$ cat config.mk
export PLATFORM = sky130hd
export DESIGN_NAME = pat_top
export DESIGN_NICKNAME = d
export VERILOG_FILES = /design/src/rtl/pat_pkg.sv /design/src/rtl/pat_map_table.sv /design/src/rtl/pat_index_mux.sv /design/src/rtl/pat_pin_mux.sv /design/src/rtl/pat_top.sv
export SDC_FILE = /design/constraint.sdc
export NUM_CORES = 1
export LEC_CHECK = 0
export ABC_AREA = 1
export BUFFER_PORTS_ARGS = -buffer_cell sky130_fd_sc_hd__buf_4
export CORE_UTILIZATION = 45
export DETAILED_ROUTE_END_ITERATION = 8
export PLACE_DENSITY = 0.71
export RECOVER_POWER = 100
export SLEW_MARGIN = 5
export SYNTH_ARGS = -nofsm -noshare
export SYNTH_HDL_FRONTEND = slang
export SYNTH_SLANG_ARGS = --single-unit
$ cat constraint.sdc
create_clock -name clk -period 2 [get_ports clk]
set_input_delay 0.2 -clock clk [delete_from_list [all_inputs] [get_ports clk]]
set_output_delay 0.2 -clock clk [all_outputs]
set_load 0.005 [all_outputs]
$ cat src/rtl/pat_pkg.sv
package pat_pkg;
  typedef enum logic [1:0] {
    PIN_ROW  = 2'd0,
    PIN_COL  = 2'd1,
    PIN_IDE  = 2'd2,
    PIN_ZERO = 2'd3
  } pin_mode_e;
endpackage

$ cat src/rtl/pat_map_table.sv
module pat_map_table #(
  parameter int ENTRY_CNT = 16,
  parameter int DATA_W    = 8,
  localparam int IDX_W    = $clog2(ENTRY_CNT),
  localparam int PAGE_W   = 2 * DATA_W
) (
  input  logic                        clk,
  input  logic                        wr_lo,
  input  logic                        wr_hi,
  input  logic [IDX_W-1:0]            idx,
  input  logic [DATA_W-1:0]           wdata,
  output logic [PAGE_W-1:0]           entry,
  output logic [ENTRY_CNT*PAGE_W-1:0] tbl_flat
);
  logic [PAGE_W-1:0] mem [ENTRY_CNT];

  for (genvar g = 0; g < ENTRY_CNT; g++) begin : g_ent
    logic sel;
    logic en_lo, en_hi;
    assign sel   = (idx == IDX_W'(g));
    assign en_lo = sel && wr_lo;
    assign en_hi = sel && wr_hi;

    always_ff @(posedge clk) begin
      if (en_lo) mem[g][DATA_W-1:0] <= wdata;
      if (en_hi) mem[g][PAGE_W-1:DATA_W] <= wdata;
    end

    assign tbl_flat[g*PAGE_W +: PAGE_W] = mem[g];
  end

  assign entry = mem[idx];
endmodule

$ cat src/rtl/pat_index_mux.sv
module pat_index_mux #(
  parameter int IDX_W = 4
) (
  input  logic             win_hit,
  input  logic [IDX_W-1:0] reg_idx,
  input  logic [IDX_W-1:0] page_idx,
  output logic [IDX_W-1:0] idx
);
  always_comb begin
    if (win_hit) idx = reg_idx;
    else         idx = page_idx;
  end
endmodule

$ cat src/rtl/pat_pin_mux.sv
module pat_pin_mux
  import pat_pkg::*;
#(
  parameter int PHYS_W = 28,
  localparam int PIN_W = PHYS_W / 2
) (
  input  logic              clk,
  input  logic              rst_n,
  input  logic              ld,
  input  pin_mode_e         mode,
  input  logic [PHYS_W-1:0] phys,
  input  logic [PIN_W-1:0]  ide_addr,
  output logic [PIN_W-1:0]  pins
);
  logic [PIN_W-1:0] pins_q, pins_d, src;

  always_comb begin
    unique case (mode)
      PIN_ROW:  src = phys[PHYS_W-1 -: PIN_W];
      PIN_COL:  src = phys[PIN_W-1:0];
      PIN_IDE:  src = ide_addr;
      default:  src = '0;
    endcase
    pins_d = ld ? src : pins_q;
  end

  always_ff @(posedge clk or negedge rst_n) begin
    if (!rst_n) pins_q <= '0;
    else        pins_q <= pins_d;
  end

  assign pins = pins_q;
endmodule

$ cat src/rtl/pat_top.sv
module pat_top
  import pat_pkg::*;
#(
  parameter int            HOST_W    = 16,
  parameter int            DATA_W    = 8,
  parameter int            ENTRY_CNT = 16,
  parameter int            OFF_W     = 12,
  parameter logic [15:0]   WIN_BASE  = 16'hFF00,
  localparam int IDX_W   = $clog2(ENTRY_CNT),
  localparam int PAGE_W  = 2 * DATA_W,
  localparam int PHYS_W  = PAGE_W + OFF_W,
  localparam int PIN_W   = PHYS_W / 2,
  localparam int HIT_LSB = IDX_W + 1
) (
  input  logic              clk,
  input  logic              rst_n,
  input  logic [HOST_W-1:0] host_addr,
  input  logic              host_wr,
  input  logic [DATA_W-1:0] host_wdata,
  input  logic              host_rd,
  output logic [DATA_W-1:0] host_rdata,
  input  logic              pin_ld,
  input  logic [1:0]        pin_mode,
  output logic [PHYS_W-1:0] phys_addr,
  output logic [PIN_W-1:0]  addr_pins
);
  logic                        win_hit;
  logic                        hi_sel;
  logic [IDX_W-1:0]            idx;
  logic [PAGE_W-1:0]           entry;
  logic [ENTRY_CNT*PAGE_W-1:0] tbl_flat;
  logic                        wr_lo, wr_hi;

  assign win_hit = (host_addr[HOST_W-1:HIT_LSB] == WIN_BASE[HOST_W-1:HIT_LSB]);
  assign hi_sel  = host_addr[0];
  assign wr_lo   = host_wr && win_hit && !hi_sel;
  assign wr_hi   = host_wr && win_hit && hi_sel;

  pat_index_mux #(.IDX_W(IDX_W)) u_idx (
    .win_hit  (win_hit),
    .reg_idx  (host_addr[IDX_W:1]),
    .page_idx (host_addr[HOST_W-1 -: IDX_W]),
    .idx      (idx)
  );

  pat_map_table #(.ENTRY_CNT(ENTRY_CNT), .DATA_W(DATA_W)) u_tbl (
    .clk      (clk),
    .wr_lo    (wr_lo),
    .wr_hi    (wr_hi),
    .idx      (idx),
    .wdata    (host_wdata),
    .entry    (entry),
    .tbl_flat (tbl_flat)
  );

  always_comb begin
    host_rdata = '0;
    if (host_rd && win_hit)
      host_rdata = hi_sel ? entry[PAGE_W-1:DATA_W] : entry[DATA_W-1:0];
  end

  assign phys_addr = {entry, host_addr[OFF_W-1:0]};

  pat_pin_mux #(.PHYS_W(PHYS_W)) u_pins (
    .clk      (clk),
    .rst_n    (rst_n),
    .ld       (pin_ld),
    .mode     (pin_mode_e'(pin_mode)),
    .phys     (phys_addr),
    .ide_addr (host_addr[PIN_W-1:0]),
    .pins     (addr_pins)
  );
endmodule

==> impl_summary.log <==
INFO  metric status = complete, but fails checks
INFO  metric violations = capacitance limit, slew limit, setup timing
INFO  metric power.net_switching = 0.00295 W
INFO  metric hold_path_depth = 6
INFO  metric rsz_0062_raised_after_global_routing = true
INFO  metric comb_power_share = 11.2%
INFO  metric crit_path_buf_inv_count = 7
INFO  metric grt_pass1_wl = 47700 um
INFO  metric clock_tree_from_tritoncts = built
INFO  metric place_congestion = 0.950
INFO  metric synth.net_count = 1169
INFO  metric worst_slew_pin_slew = 1.89 ns
INFO  metric fp.dieH = 165 um
INFO  metric drive_gt1_share = 30.1%
INFO  metric io_buffers = 80
INFO  metric fin_cells = 1696
INFO  metric worst-r2r-cell-count = 12
INFO  metric fin_worst_skew = 0.00746 ns
INFO  metric synth.cell_area = 11900 um^2
INFO  metric critical_path_required = 1.80 ns
INFO  metric postSynthCellCount = 1138
INFO  metric antenna_violations_before_repair = 0
INFO  metric worst-r2r-setup-slack = 0.46 ns
INFO  metric ys_seq_elements = 270
INFO  metric detail_route.iter0.violations = 825
INFO  metric critical_path_depth = 16
INFO  metric ctsRootBufferMaster = sky130_fd_sc_hd__clkbuf_16
INFO  metric detailroute.via_count = 9110
INFO  metric dieArea = 27200 um^2
INFO  metric report.power.total = 0.0128 W
INFO  metric place.detailed.instances = 1612
INFO  metric start_util = 45.8%
INFO  metric reg2reg_from = u_tbl.mem[15][3]$_DFFE_PP_
INFO  metric ys_types = 29
INFO  metric ios = 81
INFO  metric final_util = 61.3%
INFO  metric antenna-diode-count = 0
INFO  metric remaining_drc_errors = 0
INFO  metric power.static_leakage = 6.57 nW
INFO  metric clock_sink_count = 270
INFO  metric crit_slowest_cell = sky130_fd_sc_hd__nand4_1
INFO  metric fin_crit_sh = 120%
INFO  metric number_of_nets_in_the_final_layout = 1370
INFO  metric cellInternalPower = 0.00984 W
INFO  metric power_density = 801 nW/um^2
INFO  metric clock_power_share = 40.0%
INFO  metric postRouteWirelength = 33500 um
INFO  metric cp-startpoint = host_addr[7]
INFO  metric achievable-frequency = 417 MHz
INFO  metric setup.worst_path.end_class = output port
INFO  metric design.core.area = 26100 um^2
INFO  metric drv.max_cap_violation_count = 8
INFO  metric setup_violators_final = 24
INFO  metric cts_htree_levels = 1
INFO  metric layout.cells.most_common = sky130_fd_sc_hd__nand2_1
INFO  metric cp_slowest_stage_delay = 0.22 ns
INFO  metric vdd_ir_drop_max = 0.000716 V
INFO  metric worstPathMaxFanout = 8
INFO  metric fin_ws = -0.396 ns
INFO  metric die_w = 165 um
INFO  metric worstPathArrival = 2.20 ns
INFO  metric last_element_of_the_critical_path = host_rdata[6]
INFO  metric type_of_the_setup_path_with_the_least_slack = input port to output port
INFO  metric drt-pass1-iter-count = 5
INFO  metric numCtsBuffers = 28
INFO  metric seq_area_frac_synth = 67.4%
INFO  metric rr_endpoint = u_pins.pins[1]$_DFFE_PN0P_
INFO  metric power_frac_seq = 48.8%
INFO  metric power.switching_fraction = 23.1%
INFO  metric critical_path.most_common_cell = sky130_fd_sc_hd__buf_6
INFO  metric clock_insertion_delay_worst_skew = 0.54 ns
INFO  metric finalHoldViolations = 0
INFO  metric critPathTopFamily = simple AND/OR/NAND/NOR gates
INFO  metric ctsLongestPathBuffers = 3
INFO  metric gr-usage-all-layers = 23.6%
INFO  metric grt_start_max_net_pins = 50
INFO  metric global_route.overflow_total = 0
INFO  metric vias_in_the_first_global_route = 8523
INFO  metric row_count = 59
INFO  metric synthesis.yosys.warnings = 0
INFO  metric critPathLaunchType = input port
INFO  metric vias_per_cell = 5.37
INFO  metric crit_chain = buf_6, inv_2, nand2_2, nor2_4, nand3_4, buf_6, o21ai_4, buf_6, inv_4, nor2_4, buf_12, nand2_1, nand4_1, nor2_1, nor2_2, buf_4
INFO  metric postSynthAreaPerCell = 10.5 um^2
INFO  metric crit_path_time_final = 2.40 ns
INFO  metric cts.reportedPaths.clkPinSlew = 0.06 ns
INFO  metric detailed_place_hpwl = 20300 um
INFO  metric relSlewSlack = -25.8%
INFO  metric fill_cell_instance_count_of_the_final_layout = 2028
INFO  metric maxSlewViolCount = 231
INFO  metric layout-area-overhead-vs-synth = 33.8%
INFO  metric post_drt_wl_per_cell = 19.7 um
INFO  metric holdCritPathClass = input port to register
INFO  metric top_library_cells_by_usage_in_the_layout_fill_and_taps_aside = 481 x sky130_fd_sc_hd__nand2_1, 256 x sky130_fd_sc_hd__edfxtp_1, 128 x sky130_fd_sc_hd__buf_4
INFO  metric postRouteAntennaNets = 0
-- layout make-up --
type	count	area [um^2]	share of cell area, %
Sequential cell	270	8040	50.3
Multi-Input combinational cell	768	3960	24.8
Timing Repair Buffer	241	2500	15.7
Clock buffer	39	793	4.97
Tap cell	335	419	2.63
Inverter	30	134	0.839
Clock inverter	13	119	0.745
-- routing by layer --
layer / GRT usage, % / up-vias / share of wire (%)
met4: 7.88 / 0 / 3.1
li1: - / 4253 / -
met2: 40.5 / 423 / 49
met3: 2.99 / 81 / 8.3
met1: 31.0 / 4353 / 40
met5: 0 / - / 0
-- registers in the layout, summed over array words and instances (netlist names) --
register     flops
u_tbl.mem      256
u_pins.pins     14
-- worst min-delay path, stage by stage --
cell and delay (ns):
sky130_fd_sc_hd__buf_4 0.09, sky130_fd_sc_hd__buf_4 0.10, sky130_fd_sc_hd__nand2_1 0.04, sky130_fd_sc_hd__nand2_1 0.05
sky130_fd_sc_hd__nand2_1 0.05, sky130_fd_sc_hd__nand2_1 0.05
-- synthesized netlist by cell type --
| cell type | number | area (um^2) |
|---|---|---|
| sky130_fd_sc_hd__nand2_1 | 534 | 2000 |
| sky130_fd_sc_hd__edfxtp_1 | 256 | 7690 |
| sky130_fd_sc_hd__nand3_1 | 97 | 485 |
| sky130_fd_sc_hd__nor3_1 | 33 | 165 |
| sky130_fd_sc_hd__buf_4 | 28 | 210 |
| sky130_fd_sc_hd__nor2_1 | 27 | 101 |
| sky130_fd_sc_hd__inv_1 | 25 | 93.8 |
| sky130_fd_sc_hd__a21oi_1 | 18 | 90.1 |
| sky130_fd_sc_hd__clkbuf_1 | 17 | 63.8 |
| sky130_fd_sc_hd__o21ai_1 | 15 | 75.1 |
| sky130_fd_sc_hd__buf_2 | 14 | 70.1 |
| sky130_fd_sc_hd__dfrtp_1 | 14 | 350 |
| sky130_fd_sc_hd__nand4_1 | 12 | 75.1 |
| sky130_fd_sc_hd__buf_6 | 10 | 113 |
| sky130_fd_sc_hd__nand4_2 | 8 | 100 |
| sky130_fd_sc_hd__nand3b_1 | 7 | 52.6 |
| sky130_fd_sc_hd__inv_2 | 5 | 18.8 |
| sky130_fd_sc_hd__nor2_4 | 3 | 33.8 |
| sky130_fd_sc_hd__nand2_4 | 2 | 22.5 |
| sky130_fd_sc_hd__nor2_2 | 2 | 12.5 |
| sky130_fd_sc_hd__o21ai_0 | 2 | 10.0 |
| sky130_fd_sc_hd__o21ai_4 | 2 | 32.5 |
| sky130_fd_sc_hd__buf_1 | 1 | 3.75 |
| sky130_fd_sc_hd__nand2_2 | 1 | 6.26 |
| sky130_fd_sc_hd__nand3_2 | 1 | 10.0 |
| sky130_fd_sc_hd__nand4_4 | 1 | 21.3 |
| sky130_fd_sc_hd__nor4_1 | 1 | 6.26 |
| sky130_fd_sc_hd__o21ai_2 | 1 | 8.76 |
| sky130_fd_sc_hd__xor2_1 | 1 | 8.76 |
-- kinds of logic after synthesis --
kind of cell / share of synthesized area [%]
xor gates and xnor gates: 0.0734
and+or+nand+nor: 26.0
AOI/OAI and AO/OA: 1.81
DFF: 67.4
buffers and inverters: 4.80
-- metrics by stage --
stage	setup slack [ns]	setup TNS, ns	cell area (um^2)	hold WS [ns]
after floorplan	-0.208	-34.31	12200	-0.0956
after global placement	-0.332	-62.56	14100	0.0683
after detailed placement	-0.356	-71.00	14100	0.0629
after CTS	-0.338	-5.71	15500	0.0375
after global routing	-0.451	-7.49	16000	0.0977
final	-0.396	-5.89	16000	0.0748
-- power groups by stage --
| stage | combinational (W) | clock, W | sequential [W] |
|---|---|---|---|
| global route | 0.00153 | 0.00542 | 0.00624 |
| floorplan | 0.000552 | 0 | 0.00636 |
| global placement | 0.00117 | 0 | 0.00636 |
| detailed placement | 0.00119 | 0 | 0.00636 |
| CTS | 0.00129 | 0.00519 | 0.00624 |
| finish | 0.00143 | 0.00512 | 0.00624 |
-- worst min-delay path by stage --
stage	start	to
detailed placement	rst_n	u_pins.pins[11]$_DFFE_PN0P_
global placement	rst_n	u_pins.pins[11]$_DFFE_PN0P_
global route	host_addr[11]	u_pins.pins[11]$_DFFE_PN0P_
CTS	rst_n	u_pins.pins[11]$_DFFE_PN0P_
finish	host_addr[10]	u_pins.pins[10]$_DFFE_PN0P_
floorplan	rst_n	u_pins.pins[0]$_DFFE_PN0P_
-- what timing repair did --
item	4_1_cts	5_1_grt
gates cloned	3	11
hold endpoints to repair	23	0
buffers inserted	7	10
endpoints found under the setup margin	24	24
hold buffers	2	0
pin swaps	16	32
resized for setup	71	79
No activity file was read; power rests on OpenSTA's default activity.
